$ cat config.mk
export PLATFORM = sky130hd
export DESIGN_NAME = tick_timer
export DESIGN_NICKNAME = d
export VERILOG_FILES = /design/src/rtl/tt_pkg.sv /design/src/rtl/tt_decode.sv /design/src/rtl/tt_ctrl.sv /design/src/rtl/tt_counter.sv /design/src/rtl/tick_timer.sv
export SDC_FILE = /design/constraint.sdc
export NUM_CORES = 1
export LEC_CHECK = 0
export BUFFER_PORTS_ARGS = -buffer_cell sky130_fd_sc_hd__buf_2
export CORE_MARGIN = 2
export CORE_UTILIZATION = 56
export CTS_CLUSTER_SIZE = 25
export DETAILED_ROUTE_END_ITERATION = 7
export PLACE_DENSITY = 0.81
export REMOVE_ABC_BUFFERS = 1
export SYNTH_ARGS = -nofsm -noshare
export SYNTH_HDL_FRONTEND = slang
export SYNTH_SLANG_ARGS = --single-unit
$ cat constraint.sdc
create_clock -name clk -period 2.5 [get_ports clk]
set_input_delay 0.5 -clock clk [delete_from_list [all_inputs] [get_ports clk]]
set_output_delay 0.5 -clock clk [all_outputs]
set_load 0.05 [all_outputs]
$ cat src/rtl/tt_pkg.sv
// Shared definitions for the tick timer: mode encoding and mode-word bit
// positions. Assumes a 32-bit data word with the control bits at the top.
package tt_pkg;
    typedef enum logic [1:0] {
        TT_OFF     = 2'b00,
        TT_RESTART = 2'b01,
        TT_ONESHOT = 2'b10,
        TT_CONT    = 2'b11
    } tt_mode_e;

    localparam int TT_MODE_HI = 31;
    localparam int TT_MODE_LO = 30;
    localparam int TT_IE_BIT  = 29;
    localparam int TT_PND_BIT = 28;
endpackage

$ cat src/rtl/tt_decode.sv
// Address decoder: splits the register address into group and index and
// flags accesses to the mode word and to the count. Assumes GROUP_LSB < ADDR_W.
module tt_decode #(
    parameter int ADDR_W    = 16,
    parameter int GROUP_LSB = 11,
    parameter int GROUP     = 10,
    parameter int MODE_IDX  = 0,
    parameter int COUNT_IDX = 1
) (
    input  logic [ADDR_W-1:0] addr,
    output logic              hit_mode,
    output logic              hit_count
);
    localparam int GRP_W = ADDR_W - GROUP_LSB;

    logic [GRP_W-1:0]     grp;
    logic [GROUP_LSB-1:0] idx;

    // split address into fields and compare against the timer's slots
    always_comb begin
        grp       = addr[ADDR_W-1:GROUP_LSB];
        idx       = addr[GROUP_LSB-1:0];
        hit_mode  = (grp == GRP_W'(GROUP)) && (idx == GROUP_LSB'(MODE_IDX));
        hit_count = (grp == GRP_W'(GROUP)) && (idx == GROUP_LSB'(COUNT_IDX));
    end
endmodule

$ cat src/rtl/tt_ctrl.sv
// Mode register and run state: holds mode, enable, pending and period, and
// decides when the counter runs. Assumes the match input is already gated by
// the run state.
module tt_ctrl
    import tt_pkg::*;
#(
    parameter int DATA_W   = 32,
    parameter int PERIOD_W = 28
) (
    input  logic                clk,
    input  logic                rst_n,
    input  logic                wr_mode,
    input  logic [DATA_W-1:0]   wdata,
    input  logic                match,
    output tt_mode_e            mode,
    output logic                ie,
    output logic                pend,
    output logic [PERIOD_W-1:0] period,
    output logic                run
);
    tt_mode_e new_mode;
    logic     mode_change;
    logic     run_next;
    logic     pend_next;

    // next run state and pending value from writes and matches
    always_comb begin
        new_mode    = tt_mode_e'(wdata[TT_MODE_HI:TT_MODE_LO]);
        mode_change = wr_mode && (new_mode != mode);
        if (mode_change)
            run_next = (new_mode != TT_OFF);
        else if (match && mode == TT_ONESHOT)
            run_next = 1'b0;
        else
            run_next = run;
        pend_next = (pend && !(wr_mode && !wdata[TT_PND_BIT])) || match;
    end

    // register the mode word fields and run state
    always_ff @(posedge clk) begin
        if (!rst_n) begin
            mode   <= TT_OFF;
            ie     <= 1'b0;
            pend   <= 1'b0;
            period <= '0;
            run    <= 1'b0;
        end else begin
            if (wr_mode) begin
                mode   <= new_mode;
                ie     <= wdata[TT_IE_BIT];
                period <= wdata[PERIOD_W-1:0];
            end
            pend <= pend_next;
            run  <= run_next;
        end
    end
endmodule

$ cat src/rtl/tt_counter.sv
// Count register with match detection and per-mode action on a match.
// Assumes a count write has priority over counting in the same cycle.
module tt_counter
    import tt_pkg::*;
#(
    parameter int DATA_W   = 32,
    parameter int PERIOD_W = 28
) (
    input  logic                clk,
    input  logic                rst_n,
    input  logic                wr_count,
    input  logic [DATA_W-1:0]   wdata,
    input  logic                run,
    input  tt_mode_e            mode,
    input  logic [PERIOD_W-1:0] period,
    output logic [DATA_W-1:0]   count,
    output logic                match
);
    logic [DATA_W-1:0] count_next;

    // match detection and next count
    always_comb begin
        match = run && (count[PERIOD_W-1:0] == period);
        if (wr_count)
            count_next = wdata;
        else if (match) begin
            case (mode)
                TT_RESTART: count_next = '0;
                TT_ONESHOT: count_next = count;
                default:    count_next = count + DATA_W'(1);
            endcase
        end else if (run)
            count_next = count + DATA_W'(1);
        else
            count_next = count;
    end

    // count register
    always_ff @(posedge clk) begin
        if (!rst_n) count <= '0;
        else        count <= count_next;
    end
endmodule

$ cat src/rtl/tick_timer.sv
// Tick timer top: decodes the register port, instantiates mode control and
// counter, builds read data and the interrupt. Assumes reads are
// combinational and writes take effect at the next clock edge.
module tick_timer
    import tt_pkg::*;
#(
    parameter int ADDR_W    = 16,
    parameter int DATA_W    = 32,
    parameter int PERIOD_W  = 28,
    parameter int GROUP_LSB = 11,
    parameter int GROUP     = 10
) (
    input  logic              clk,
    input  logic              rst_n,
    input  logic [ADDR_W-1:0] spr_addr,
    input  logic              spr_we,
    input  logic [DATA_W-1:0] spr_wdata,
    output logic [DATA_W-1:0] spr_rdata,
    output logic              tick_irq
);
    localparam int PAD_W = DATA_W - 4 - PERIOD_W;

    logic                hit_mode, hit_count;
    logic                wr_mode, wr_count;
    tt_mode_e            mode;
    logic                ie, pend, run, match;
    logic [PERIOD_W-1:0] period;
    logic [DATA_W-1:0]   count;
    logic [DATA_W-1:0]   mode_word;

    tt_decode #(
        .ADDR_W(ADDR_W), .GROUP_LSB(GROUP_LSB), .GROUP(GROUP),
        .MODE_IDX(0), .COUNT_IDX(1)
    ) u_dec (
        .addr(spr_addr), .hit_mode(hit_mode), .hit_count(hit_count)
    );

    assign wr_mode  = spr_we && hit_mode;
    assign wr_count = spr_we && hit_count;

    tt_ctrl #(.DATA_W(DATA_W), .PERIOD_W(PERIOD_W)) u_ctrl (
        .clk(clk), .rst_n(rst_n), .wr_mode(wr_mode), .wdata(spr_wdata),
        .match(match), .mode(mode), .ie(ie), .pend(pend),
        .period(period), .run(run)
    );

    tt_counter #(.DATA_W(DATA_W), .PERIOD_W(PERIOD_W)) u_cnt (
        .clk(clk), .rst_n(rst_n), .wr_count(wr_count), .wdata(spr_wdata),
        .run(run), .mode(mode), .period(period),
        .count(count), .match(match)
    );

    // assemble the mode word, zero-filling unused bits when the period is narrow
    generate
        if (PAD_W > 0) begin : g_pad
            assign mode_word = {mode, ie, pend, {PAD_W{1'b0}}, period};
        end else begin : g_nopad
            assign mode_word = {mode, ie, pend, period};
        end
    endgenerate

    // read multiplexer
    always_comb begin
        if (hit_mode)       spr_rdata = mode_word;
        else if (hit_count) spr_rdata = count;
        else                spr_rdata = '0;
    end

    assign tick_irq = pend && ie;
endmodule

==> results.yml <==
worst_setup_path:
  cp.required_ns: 2.78
  cp_num_buf_inv: 1
  critPathTopFamily: "simple AND/OR/NAND/NOR gates"
  worstSetupPathType: "register to register"
  crit_path_start_kind: "register"
  cp-end-kind: "register"
  cp_max_fo: 15
  cp_data_arrival_time_ns: 2.64
  cpMaxStageDelayCell: "nor4_4"
  critPathMaxStageDelay_ns: 0.42
  crit_chain: "xnor2_1, nand4_1, nor4_4, a41oi_4, buf_4, or2_4, mux2_4, a21oi_2"
sta:
  min_period_ns: 2.361
  clock-skew-final_ns: 0.008615
  worst_pin_slew_ns: 0.5671
  hold_viol: 0
  maxSlewHeadroom_pct: 62.19
  finalSetupViolations: 0
  setup_tns_ns: 0
  maxSlewViolCount: 0
  rsz0062_at_grt: "no"
  fmax_mhz: 423.5
  final.period_utilization_pct: 94.45
route:
  wl_um: 12450
  drc: 0
  ant_nets: 0
  firstDrtPassIters: 7
  wl_per_cell_um: 16.47
  num_vias: 4460
  vias_per_cell: 5.899
  drt-initial-drc-count: 319
grt:
  antenna_found_initial: 0
  track_usage_pct: 30.54
  grt_pass1_vias: 4083
  grt-ovfl-total: 0
  grt_first_pass_wirelength_um: 20200
  grt_max_degree: 50
clock_tree:
  numCtsBuffers: 9
  cts_root_buffer: "clkbuf_8"
  cts_htree_levels: 3
  cts.clk_slew.worst_paths_ns: 0.07
  clock_path_buffers: 2
  cts_sinks: 65
  cts_tree: "built"
  worstSkewPairLatency_ns: 0.34
  hold_buffers: 0
power_and_ir_drop:
  power_leakage_nw: 1.968
  power_mw: 1.934
  p_seq_share_pct: 53.5
  pwr-share-comb_pct: 5.6
  ir_worst_vdd_uv: 291.2
  p_clk_share_pct: 40.9
  switchingPower_uw: 446.9
  switching_share_pct: 23.10
  p_per_area_nw_per_um2: 384.1
  internal-power_mw: 1.487
die:
  io_pins: 84
  row_count: 31
  start_util_pct: 57.35
  coreArea_um2: 7214
  die_w_um: 89.96
  fp.dieH_um: 89.96
  dieArea_um2: 8093
yosys:
  synth_async_sr_flop_share_pct: 0
  synth_edf_count: 0
  synth.avg_cell_area_um2: 7.455
  ys_ff_latch: 65
  synthesis.area_um2: 4138
  synthFlopType: "dfxtp_1"
  yosys_warnings: 0
  syn_inst: 555
  ys_seq_area_share_pct: 31.45
  ys_types: 56
placement:
  dpl.cell_count: 742
  numPortBuffers: 83
  routabilityCongestion: 0.9007
  dp_hpwl_um: 9045
finish:
  diodes: 0
  layout_commonest_cell: "nand2_1"
  drive_above_1_share_pct: 23.74
  area_delta_synth_final_pct: 21.68
  final_nets: 706
  final_cell_mix: "107 x nand2_1, 83 x buf_2, 65 x dfxtp_1, 48 x nor2_1, 48 x a21oi_1"
  finish.utilization_pct: 69.79
  final_cells: 756
run:
  max_cap_viol_count: 0
min_path:
  min_path_type: "input port to register"
run_status:
  outcome: "finished clean"
==> worst reg2reg max path: stages (launching register included) <==
cell	delay, ns
dfxtp_1	0.34
xnor2_1	0.24
nand4_1	0.22
nor4_4	0.42
a41oi_4	0.17
buf_4	0.23
or2_4	0.27
mux2_4	0.27
a21oi_2	0.14
==> layer usage <==
metal  vias up  GRT usage (%)  share of wire (%)
li1       2138              -                  -
met1      2087          41.28                 44
met2       209          48.86                 47
met3        26          4.023                6.8
met4         0          13.97                2.2
met5         -              0                  0
==> cell families (layout without fill, tap and decap cells) <==
kind of cell    after synthesis  after routing  share of synthesized area, %
compound gates              122            122                         18.05
xor+xnor                     35             35                         7.590
fa+ha+maj                     1              1                        0.3023
buf+inv                      51            153                         5.443
flops                        65             65                         31.45
mux                          33             33                         8.104
simple gates                248            248                         29.06
==> flip-flops by register name, summed over array words and instances (netlist names) <==
| signal | count |
|---|---|
| u_ctrl.mode | 2 |
| u_cnt.count | 32 |
| u_ctrl.pend | 1 |
| u_ctrl.run | 1 |
| u_ctrl.ie | 1 |
| u_ctrl.period | 28 |
==> what timing repair did <==
action / in CTS / in global routing
hold endpoints to repair: 0 / 0
resized for setup: 0 / 1
endpoints found under the setup margin: 0 / 4
buffers inserted: 0 / 0
==> synth_stat cells, types with 4 or more instances <==
cell	instances	area (um^2)
a21o_1	4	30.03
a21oi_1	48	240.2
a31oi_1	14	87.58
and2_1	6	37.54
and3_1	12	75.07
buf_2	9	45.04
clkbuf_1	25	93.84
dfxtp_1	65	1301
inv_1	8	30.03
mux2i_1	32	320.3
nand2_1	107	401.6
nand3_1	25	125.1
nand4_1	13	81.33
nor2_1	48	180.2
nor3_1	8	40.04
nor4b_1	4	35.03
o21a_1	4	30.03
o21ai_0	25	125.1
o31ai_1	5	37.54
or3_1	5	31.28
xnor2_1	34	297.8
==> power by group through the flow <==
| stage | Combinational [mW] | Clock, mW | Sequential [mW] |
|---|---|---|---|
| 2_1_floorplan | 0.0274 | 0 | 1.06 |
| 3_3_place_gp | 0.105 | 0 | 1.06 |
| 3_5_place_dp | 0.107 | 0 | 1.06 |
| 4_1_cts | 0.107 | 0.794 | 1.04 |
| 5_1_grt | 0.115 | 0.840 | 1.03 |
| 6_report | 0.109 | 0.790 | 1.04 |
==> final cells by class <==
cell class	count	area, um^2
Multi-Input combinational cell	439	2629
Sequential cell	65	1301
Inverter	8	30.03
Tap cell	99	123.9
Clock buffer	14	162.7
Timing Repair Buffer	131	788.3
Fill cell	616	2180
==> final timing paths <==
path	startpoint	endpoint	slack, ns	depth (start not counted)
setup / recovery	u_ctrl.period[4]	u_cnt.count[0]	0.14	8
hold / removal	spr_wdata[17]	u_ctrl.period[17]	0.41	3
setup reg to reg	u_ctrl.period[4]	u_cnt.count[0]	0.14	8
hold reg to reg	u_ctrl.ie	u_ctrl.ie	0.46	2
==> metrics by stage <==
step	setup WS, ns	area (um^2)	hold slack (ns)
after floorplan	-1.593	3943	0.4396
after global placement	0.1268	4865	0.4545
after detailed placement	0.02150	4865	0.4557
after CTS	0.09366	5027	0.4022
after global routing	0.02217	5035	0.4124
final	0.1388	5035	0.4056
Note: power is estimated with default switching activity, not from simulation.
